`config.mk`:
```
export PLATFORM = sky130hd
export DESIGN_NAME = dsq_serial_seq
export DESIGN_NICKNAME = d
export VERILOG_FILES = /design/src/rtl/dsq_pkg.sv /design/src/rtl/dsq_sync.sv /design/src/rtl/dsq_conv_timer.sv /design/src/rtl/dsq_shifter.sv /design/src/rtl/dsq_serial_seq.sv
export SDC_FILE = /design/constraint.sdc
export NUM_CORES = 1
export LEC_CHECK = 0
export ABC_AREA = 1
export BUFFER_PORTS_ARGS = -buffer_cell sky130_fd_sc_hd__buf_2
export CAP_MARGIN = 20
export CORE_MARGIN = 10
export CORE_UTILIZATION = 55
export DETAILED_ROUTE_END_ITERATION = 8
export PLACE_DENSITY = 0.77
export SLEW_MARGIN = 30
export SYNTH_ARGS = -nofsm -noshare
export SYNTH_HDL_FRONTEND = slang
export SYNTH_HIERARCHICAL = 1
export SYNTH_SLANG_ARGS = --single-unit
```
`constraint.sdc`:
```
create_clock -name clk -period 1.6 [get_ports clk]
set_input_delay 0.32 -clock clk [delete_from_list [all_inputs] [get_ports clk]]
set_output_delay 0.32 -clock clk [all_outputs]
set_load 0.05 [all_outputs]
```
`src/rtl/dsq_pkg.sv`:
```
package dsq_pkg;
  typedef enum logic [1:0] {
    ST_CONV  = 2'd0,
    ST_SLEEP = 2'd1,
    ST_OUT   = 2'd2
  } dsq_state_e;
endpackage

```
`src/rtl/dsq_sync.sv`:
```
// Multi-stage level synchronizer for an asynchronous input.
module dsq_sync #(
  parameter int STAGES  = 2,
  parameter bit RST_VAL = 1'b0
) (
  input  logic clk,
  input  logic rst_n,
  input  logic din,
  output logic q
);
  logic [STAGES-1:0] ff;

  always_ff @(posedge clk) begin
    if (!rst_n) ff <= {STAGES{RST_VAL}};
    else        ff <= {ff[STAGES-2:0], din};
  end

  assign q = ff[STAGES-1];
endmodule

```
`src/rtl/dsq_conv_timer.sv`:
```
// Stand-in for the modulator: counts CYCLES clocks while run is high.
module dsq_conv_timer #(
  parameter int CYCLES = 1024
) (
  input  logic clk,
  input  logic rst_n,
  input  logic run,
  output logic done
);
  localparam int CW = (CYCLES > 1) ? $clog2(CYCLES) : 1;
  localparam logic [CW-1:0] LAST = CW'(CYCLES - 1);

  logic [CW-1:0] cnt;

  assign done = run && (cnt == LAST);

  always_ff @(posedge clk) begin
    if (!rst_n || !run || done) cnt <= '0;
    else                        cnt <= cnt + 1'b1;
  end
endmodule

```
`src/rtl/dsq_shifter.sv`:
```
// Static output register: parallel load, shift left with ones filling in.
module dsq_shifter #(
  parameter int W = 24
) (
  input  logic         clk,
  input  logic         rst_n,
  input  logic         load,
  input  logic [W-1:0] din,
  input  logic         shift,
  output logic [W-1:0] q
);
  always_ff @(posedge clk) begin
    if (!rst_n)     q <= '1;
    else if (load)  q <= din;
    else if (shift) q <= {q[W-2:0], 1'b1};
  end
endmodule

```
`src/rtl/dsq_serial_seq.sv`:
```
module dsq_serial_seq
  import dsq_pkg::*;
#(
  parameter int CONV_CYCLES = 1024,
  parameter int DATA_W      = 20,
  parameter int STAT_W      = 4,
  parameter int SYNC_STAGES = 2
) (
  input  logic              clk,
  input  logic              rst_n,
  input  logic              cs_n_i,
  input  logic              sck_i,
  input  logic [DATA_W-1:0] result_i,
  output logic              sdo_o,
  output logic              sdo_oe_o,
  output logic              sleep_o
);
  localparam int WORD_W = STAT_W + DATA_W;
  localparam int BCW    = $clog2(WORD_W);
  localparam logic [BCW-1:0] LAST_BIT = BCW'(WORD_W - 1);
  // Ready status: leading end-of-conversion flag 0, remaining status bits 0.
  localparam logic [STAT_W-1:0] STAT_READY = '0;

  dsq_state_e        state, state_nx;
  logic              cs_q, sck_q, sck_qd, sck_fall;
  logic              conv_done, word_shift;
  logic [BCW-1:0]    bit_cnt;
  logic [WORD_W-1:0] word_q;

  dsq_sync #(.STAGES(SYNC_STAGES), .RST_VAL(1'b1)) u_cs_sync (
    .clk(clk), .rst_n(rst_n), .din(cs_n_i), .q(cs_q)
  );

  dsq_sync #(.STAGES(SYNC_STAGES), .RST_VAL(1'b0)) u_sck_sync (
    .clk(clk), .rst_n(rst_n), .din(sck_i), .q(sck_q)
  );

  always_ff @(posedge clk) begin
    if (!rst_n) sck_qd <= 1'b0;
    else        sck_qd <= sck_q;
  end
  assign sck_fall = sck_qd & ~sck_q;

  dsq_conv_timer #(.CYCLES(CONV_CYCLES)) u_timer (
    .clk(clk), .rst_n(rst_n), .run(state == ST_CONV), .done(conv_done)
  );

  assign word_shift = (state == ST_OUT) && sck_fall;

  dsq_shifter #(.W(WORD_W)) u_shift (
    .clk(clk), .rst_n(rst_n), .load(conv_done),
    .din({STAT_READY, result_i}), .shift(word_shift), .q(word_q)
  );

  always_comb begin
    state_nx = state;
    unique case (state)
      ST_CONV:  if (conv_done) state_nx = ST_SLEEP;
      ST_SLEEP: if (!cs_q)     state_nx = ST_OUT;
      ST_OUT: begin
        if (cs_q)                                state_nx = ST_CONV;
        else if (sck_fall && bit_cnt == LAST_BIT) state_nx = ST_CONV;
      end
      default:                 state_nx = ST_CONV;
    endcase
  end

  always_ff @(posedge clk) begin
    if (!rst_n) state <= ST_CONV;
    else        state <= state_nx;
  end

  always_ff @(posedge clk) begin
    if (!rst_n || state != ST_OUT) bit_cnt <= '0;
    else if (sck_fall)             bit_cnt <= bit_cnt + 1'b1;
  end

  // During conversion the line shows a busy flag, which also supplies the
  // trailing ones after a complete word.
  assign sdo_o    = (state == ST_CONV) ? 1'b1 : word_q[WORD_W-1];
  assign sdo_oe_o = ~cs_q;
  assign sleep_o  = (state == ST_SLEEP);
endmodule

```
---- Word-level counts from Yosys, hierarchy flattened ----
Cells that the tools add are included.
storage, ports and cells
  register bits after elaboration ......... 46
  input port bits ......................... 24
  output and inout bits ................... 3
  logic and storage cells ................. 39
operators by class
  add/sub/neg operators ................... 2
  equality and inequality tests ........... 8
  multiplexer cells ....................... 8
  bitwise operators ....................... 3
  reduce and logical (&&, ||, !) cells .... 11
operators by type and width
  operator                                                                 number
  24-bit two-way mux                                                       2
  10-bit by 1-bit adder with 10-bit output, second input constant          1
  10-bit equality test, second input constant                              1
  2-bit two-way mux                                                        4
  2-bit inequality test, second input constant                             3
  2-bit one-hot mux with 3 select lines                                    1
  5-bit by 1-bit adder with 5-bit output, second input constant            1
  5-bit equality test, second input constant                               1
  1-bit logical AND                                                        3
  1-bit logical OR                                                         3
  3-bit by 1-bit inequality test with 1-bit output, second input constant  1
  3-bit AND reduction                                                      1
  2-bit by 1-bit equality test with 1-bit output, second input constant    1
  2-bit equality test, second input constant                               1
  1-bit logical NOT                                                        2
  2-bit logical NOT                                                        1
  1-bit inverter                                                           2
  2-bit nonzero test                                                       1
  1-bit bitwise AND                                                        1
  1-bit two-way mux                                                        1

---- Logic depth before layout (Yosys ltp) ----
Gate-level depths: netlist of run 1.
  depth after elaboration ................. 6
  gate-level depth with buffers ........... 12
  mapped depth without buffers ............ 12

---- Cells and area by module ----
The synthesis of run 1 kept the hierarchy.
by module, submodules not included
  module          times used  cells each  area an instance (µm²)  sequential area each (µm²)
  dsq_shifter     1           140         1068.5                  480.5
  dsq_conv_timer  1           59          469.2                   200.2
  dsq_serial_seq  1           66          406.6                   160.2
  dsq_sync        2           6           55.1                    40.0

---- Least setup slack after synthesis of run 1 ----
OpenSTA, ideal clock, no wires.
  path type ............................... register to register
  start ................................... reg u_timer.cnt[0]
  end ..................................... reg u_shift.q[10]
  data arrival time ....................... 1330 ps
  path slack .............................. 147 ps
  stages on the path, launching flop included .. 11
  clock period less this slack ............ 1453 ps
  cell sequence ........................... dfxtp_1 -> ha_1 -> nand3_2 -> inv_2 -> nand3_2 -> inv_1 -> buf_6 -> inv_2 -> buf_6 -> nand3_1 -> nand3_1
between the ends
  word-level cells in the longest chain between the ends .. 3
RTL lines
  element                                                          RTL line              RTL
  start: declaration                                               dsq_conv_timer.sv:13  logic [CW-1:0] cnt;
  start signal: assignment                                         dsq_conv_timer.sv:19  else cnt <= cnt + 1'b1;
  10-bit equality test *                                           dsq_conv_timer.sv:15  assign done = run && (cnt == LAST);
  1-bit logical AND *                                              dsq_conv_timer.sv:15
  named net conv_done                                              dsq_serial_seq.sv:26  logic conv_done, word_shift;
  24-bit two-way mux / 2-bit nonzero test (equally long branches)  --
  end signal: assignment                                           dsq_shifter.sv:14     else if (load) q <= din;
  end signal: assignment                                           dsq_shifter.sv:15     else if (shift) q <= {q[W-2:0], 1'b1};
  end: declaration                                                 dsq_shifter.sv:10     output logic [W-1:0] q
Mark *: on every way through the listed nets, which the timed path passes. The rest lies on a longest branch.
A chain may end at the register's enable or synchronous reset.

---- Worst setup path after layout of run 1 ----
  start ................................... reg state[1]
  end ..................................... out sdo_o
between the ends
  word-level cells in the longest chain between the ends .. 2
RTL lines
  element                   RTL line              RTL
  start: declaration        dsq_serial_seq.sv:24  dsq_state_e state, state_nx;
  start signal: assignment  dsq_serial_seq.sv:70  else state <= state_nx;
  2-bit logical NOT         dsq_serial_seq.sv:80  assign sdo_o = (state == ST_CONV) ? 1'b1 : word_q[WORD_W-1];
  1-bit two-way mux         dsq_serial_seq.sv:80
  end: declaration          dsq_serial_seq.sv:14  output logic sdo_o,
Every way passes these cells.

==> results.md, run 1 <==
* Status: complete, no violations
* Rel. slew slack at 54.0%
* DR WL/cell at 11.4 um
* Pint at 1.59 mW
* Most frequent cell after synthesis: nand2_1
* FF-to-FF Start: u_timer/cnt[1]$_SDFF_PP0_
* Post-detail-place hpwl at 2.83 mm
* Crit Path Max Fanout at 4
* FP Rows at 22
* Final slew viol count at 0
* Post-synth top area share at 44.8%
* Routability cong. at 0.769
* Final hold violation count at 0
* Switch share at 21.8%
* Leak at 1.12 nW
* Flops & latches, synth at 46
* RSZ-0062 raised after global routing: no
* Psw at 0.445 mW
* R2R setup slack at 130 ps
* Critical path arrival at 1220 ps
* Final nets at 340
* Dpl ws at -29.8 ps
* Syn_area_per_cell at 7.42 sq um
* Worst r2r dst: state[0]$_SDFFE_PN0P_
* Top_reg_cell synth: dfxtp_1
* Setup ws final at 56.0 ps
* Clock share of power at 38.4%
* Synthesized area at 0.00205 sq mm
* Max cap viols at 0
* Share of cells above drive strength 1 at 23.2%
* Post-synth EDFFs at 0
* GRT Total Usage at 13.4%
* Cell count after synthesis at 277
* Clock transition at path regs at 90 ps
* Vias per cell at 5.01
* Worst-Skew Late Latency at 300 ps
* Die X-Extent at 81.1 um
* Hold-fix buffers at CTS at 0
* Setup violations, final at 0
* Largest area contributor in the netlist: dfxtp_1
* I/O Pins at 27
* Final core occ at 66.7%
* CTS tree: yes
* R2R depth at 12
* Remaining global-route overflow at 0
* Synth unique cells at 23
* P&R area growth vs syn at 18.0%
* Startpoint Class: register
* Core footprint at 0.00363 sq mm
* Final period util at 96.5%
* Residual DRC count at 0
* Peak supply drop at 0.733 mV
* Die ar. at 0.00658 sq mm
* Clk sink count at 46
* Post-synth ARST share at 0%
* Clock buffer depth at 2
* DIE HEIGHT at 81.1 um
* Comb pwr share at 4.5%
* Max Clk Rate at 0.648 GHz
* Clk_skew at 12.5 ps
* Diode count at 0
* Via count at 1819
* Setup crit start: state[1]$_SDFFE_PN0P_
* Minimum clock period at 1540 ps
* Power Density at 841 mW/mm^2
* Iteration-0 DRC Markers at 109
* Yosys warning total at 6
* # port buffers at 26
* Hold Path Class: primary input to register
* Top post-synthesis cells by area: dfxtp_1 45%, nand3_1 12%, nand2_1 12%, a21oi_1 7.1%, nor2_1 4.2%
* Starting Density at 56.5%
* Share of the yosys chip area belonging to registers at 44.8%
* Vias in the first global route at 1732
* Largest net degree at the start of global routing at 25
* Post-synth top cells: 65 x nand2_1, 50 x nand3_1, 46 x dfxtp_1
* Worst setup EP type: output port
* Antenna violations before repair at 0
* WS Path Type: register to output port
* Sequential share of power at 57.1%
* CTS Buf Count at 5
* Worst path required time at 1280 ps
* Slew @ Worst Pin at 689 ps
* Htree depth at 2
* First-pass GRT wire length at 7.02 mm
* Post-DRT Antenna Nets at 0
* Root Buffer: clkbuf_8
* Drt total wl at 4.14 mm
* Drt pass-1 iters at 4
* Total power at 2.04 mW
* Critical Path End: sdo_o
==> per-stage QoR <==
step / instances / setup TNS, ps / hold WS [ps] / instance area, sq um
2_1_floorplan: 280 / 0 / 380 / 2070
3_3_place_gp: 352 / 0 / 385 / 2250
3_5_place_dp: 352 / -72.9 / 395 / 2250
4_1_cts: 361 / 0 / 188 / 2370
5_1_grt: 363 / 0 / 192 / 2420
6_report: 363 / 0 / 196 / 2420
==> power groups by stage <==
| stage | combinational (mW) | sequential [mW] | clock, mW |
|---|---|---|---|
| 2_1_floorplan | 0.0469 | 1.19 | 0 |
| 3_3_place_gp | 0.0888 | 1.19 | 0 |
| 3_5_place_dp | 0.0915 | 1.19 | 0 |
| 4_1_cts | 0.0920 | 1.16 | 0.804 |
| 5_1_grt | 0.105 | 1.17 | 0.862 |
| 6_report | 0.0915 | 1.16 | 0.784 |
==> critical path, cell delays in order (launching register included) <==
cell and delay [ps]:
dfxtp_2 350, nor2_2 50, buf_4 140, or2_4 240, buf_8 150
==> cell families (layout without fill, tap and decap cells) <==
logic type / after synthesis / count (layout) / share of synthesized area (%)
AND/OR/NAND/NOR: 154 / 154 / 34.9
flip-flops: 46 / 46 / 44.8
buffers and inverters: 39 / 74 / 9.62
AO/OA/AOI/OAI: 31 / 31 / 7.55
XOR/XNOR: 4 / 4 / 1.71
adder cells (fa/ha/maj): 2 / 2 / 1.22
other: 1 / 4 / 0.183
==> layout make-up <==
class,count,area [sq um]
inverters,27,104
flip-flops and latches,46,926
well taps,48,60.1
fillers,328,1210
clock inverters,1,8.76
clock buffers,7,96.3
repair buffers,39,263
multi-input cells,195,967
==> how the worst min path moves through the flow <==
stage	slack, ps	startpoint	cells after the start	to
2_1_floorplan	380	u_cs_sync/ff[0]$_SDFF_PN1_	2	u_cs_sync/ff[1]$_SDFF_PN1_
3_3_place_gp	390	u_cs_sync/ff[0]$_SDFF_PN1_	2	u_cs_sync/ff[1]$_SDFF_PN1_
3_5_place_dp	390	u_cs_sync/ff[0]$_SDFF_PN1_	2	u_cs_sync/ff[1]$_SDFF_PN1_
4_1_cts	190	cs_n_i	3	u_cs_sync/ff[0]$_SDFF_PN1_
5_1_grt	190	cs_n_i	3	u_cs_sync/ff[0]$_SDFF_PN1_
6_report	200	cs_n_i	3	u_cs_sync/ff[0]$_SDFF_PN1_
==> per-layer routing <==
layer | wire (um) | vias to the layer above | part of all wire (%) | global-route usage (%)
li1 | - | 956 | - | -
met1 | 1740 | 823 | 42 | 13.9
met2 | 2070 | 34 | 50 | 23.5
met3 | 257 | 6 | 6.2 | 4.97
met4 | 70 | 0 | 1.7 | 6.06
met5 | 0 | - | 0 | 0
==> what timing repair did <==
action | in CTS | in global routing
endpoints found under the setup margin | 26 | 24
buffers inserted | 1 | 2
gates resized for setup | 5 | 8
pin swaps | 0 | 1
hold endpoints to repair | 0 | 0
==> flip-flops by register name, summed over array words and instances (netlist names) <==
signal	cells
bit_cnt	5
u_sck_sync/ff	2
u_shift/q	24
u_cs_sync/ff	2
state	2
sck_qd	1
u_timer/cnt	10
==> layout by cell type (no fill, tap or decap), types with 2 or more instances in the layout <==
master	instances
a21oi_1	29
buf_12	2
buf_2	25
buf_4	11
clkbuf_8	7
conb_1	4
dfxtp_1	42
dfxtp_2	4
inv_1	21
inv_2	5
nand2_1	65
nand2_2	4
nand3_1	50
nand3_2	2
nor2_1	22
nor2_2	3
nor2_4	3
o21ai_0	2
xnor2_1	2
xor2_1	2
Note: power is estimated with default switching activity, not from simulation.
==> inputs of run 2 (changes only) <==
CORE_ASPECT_RATIO = 1.25   (was default)
==> run 2 against run 1 <==
Effect of this change:
- hold slack better by 4.5 ps
- clock power down 6.4%
- non-clock buffer count up 1
- highest routed layer unchanged
- die area up 0.24%
- global-route usage up 0.28 points
- critical endpoint unchanged
==> results.md, run 2 (same netlist as run 1, synthesis figures left out) <==
* Die X-Extent at 74.7 um
* DR WL/cell at 11.6 um
* Commonest non-fill, non-tap cell in the layout: nand2_1
* RSZ-0062 raised after global routing: no
* Max Clk Rate at 0.650 GHz
* Core footprint at 0.00354 sq mm
* Total power at 1.99 mW
* I/O Pins at 27
* Vias per cell at 5.06
* Setup violations, final at 0
* Worst setup EP type: output port
* Final period util at 96.2%
* First-pass GRT wire length at 7.22 mm
* Worst-path cell with the longest stage delay: dfxtp_2
* Crit-path cells: nor2_2 -> buf_4 -> or2_4 -> buf_8
* Vias in the first global route at 1762
* Rel. slew slack at 52.8%
* Largest regs: u_shift/q (24), u_timer/cnt (10), bit_cnt (5)
* Final nets at 342
* Max FFs per register at 24
* Status: complete, no violations
* Final hold violation count at 0
* FF-to-FF Start: u_timer/cnt[1]$_SDFF_PP0_
* Drt total wl at 4.14 mm
* Critical Path End: sdo_o
* Via count at 1800
* # port buffers at 26
* FP Rows at 24
* Diode count at 0
* Largest net degree at the start of global routing at 25
* Startpoint Class: register
* Iteration-0 DRC Markers at 61
* Max cap viols at 0
* CP Buf/Inv Count at 2
* Hold Path Class: primary input to register
* Biggest register: u_shift/q
* Setup TNS at 0 ps
* Most frequent cells in the layout: 65 x nand2_1, 50 x nand3_1, 42 x dfxtp_1
* Clock transition at path regs at 80 ps
* Htree depth at 2
* Clock buffer depth at 2
* Critical path arrival at 1220 ps
* DIE HEIGHT at 88.3 um
* Residual DRC count at 0
* Starting Density at 58.0%
* R2R depth at 12
* Root Buffer: clkbuf_8
* Leak at 1.12 nW
* R2R setup slack at 110 ps
* Critical path's largest stage delay at 340 ps
* Worst path required time at 1280 ps
* Slew @ Worst Pin at 707 ps
* Power Density at 826 mW/mm^2
* Crit Path Max Fanout at 4
* Worst-Skew Late Latency at 310 ps
* Worst r2r dst: state[0]$_SDFFE_PN0P_
* WP depth at 4
* GRT Total Usage at 13.6%
* Post-DRT Antenna Nets at 0
* Drt pass-1 iters at 4
* CTS tree: yes
* Share of cells above drive strength 1 at 23.7%
* Minimum clock period at 1540 ps
* Setup crit start: state[0]$_SDFFE_PN0P_
* P&R area growth vs syn at 17.2%
* Post-detail-place hpwl at 2.88 mm
* Peak supply drop at 0.699 mV
* CP delay by family, top: flip-flops
* Routability cong. at 0.807
* CTS Buf Count at 5
* Clk_skew at 13.2 ps
* Final slew viol count at 0
* Antenna violations before repair at 0
* Remaining global-route overflow at 0
* WS Path Type: register to output port
* Hold Path Depth at 3
* Die ar. at 0.00660 sq mm
* Clk sink count at 46
[run 2: timing repair]
action | in CTS | in global routing
hold buffers | 0 | 0
pin swaps | 1 | 1
setup buffers | 2 | 2
gates cloned | 0 | 1
setup endpoints to repair | 5 | 26
gates resized for setup | 6 | 9
[run 2: worst min-delay path by stage]
| stage | slack, ps | from | endpoint |
|---|---|---|---|
| after floorplan | 380 | u_cs_sync/ff[0]$_SDFF_PN1_ | u_cs_sync/ff[1]$_SDFF_PN1_ |
| final | 200 | cs_n_i | u_cs_sync/ff[0]$_SDFF_PN1_ |
| after global placement | 380 | u_cs_sync/ff[0]$_SDFF_PN1_ | u_cs_sync/ff[1]$_SDFF_PN1_ |
| after global routing | 210 | cs_n_i | u_cs_sync/ff[0]$_SDFF_PN1_ |
| after detailed placement | 400 | u_cs_sync/ff[0]$_SDFF_PN1_ | u_cs_sync/ff[1]$_SDFF_PN1_ |
| after CTS | 190 | sck_i | u_sck_sync/ff[0]$_SDFF_PN0_ |
[run 2: layer usage]
layer / share of wire [%] / up-vias / GRT usage [%]
li1: - / 964 / -
met1: 45 / 812 / 14.8
met2: 50 / 16 / 24.0
met3: 3.7 / 8 / 4.15
met4: 1.7 / 0 / 5.69
met5: 0 / - / 0
[run 2: area by class of cell]
class,count,area [sq um]
timing repair buffer,40,262
tap,39,48.8
inverter,27,106
sequential,46,926
clock inverter,2,12.5
fill,331,1130
multi-input combinational,196,971
clock buffer,6,82.6
[run 2: stage by stage]
| step | util (%) | hold slack, ps | setup WS [ps] | cells | cell area, sq um |
|---|---|---|---|---|---|
| 6_report | 68.0 | 200 | 61.1 | 356 | 2410 |
| 5_1_grt | 68.0 | 211 | 10.5 | 356 | 2410 |
| 4_1_cts | 66.7 | 192 | 9.73 | 353 | 2360 |
| 3_5_place_dp | 63.2 | 405 | 1.57 | 343 | 2240 |
| 3_3_place_gp | 63.2 | 382 | 60.5 | 343 | 2240 |
| 2_1_floorplan | - | 380 | 147 | 280 | 2070 |
[run 2: worst min-delay path, stage by stage]
cell     delay [ps]
buf_2            70
inv_1            30
nand2_1          40
[run 2: where the power goes]
part	switching [mW]	total [mW]	internal (mW)	leakage [nW]
Sequential	0.00731	1.16	1.16	0.375
Clock	0.387	0.734	0.347	0.0472
Combinational	0.0488	0.0909	0.0421	0.697
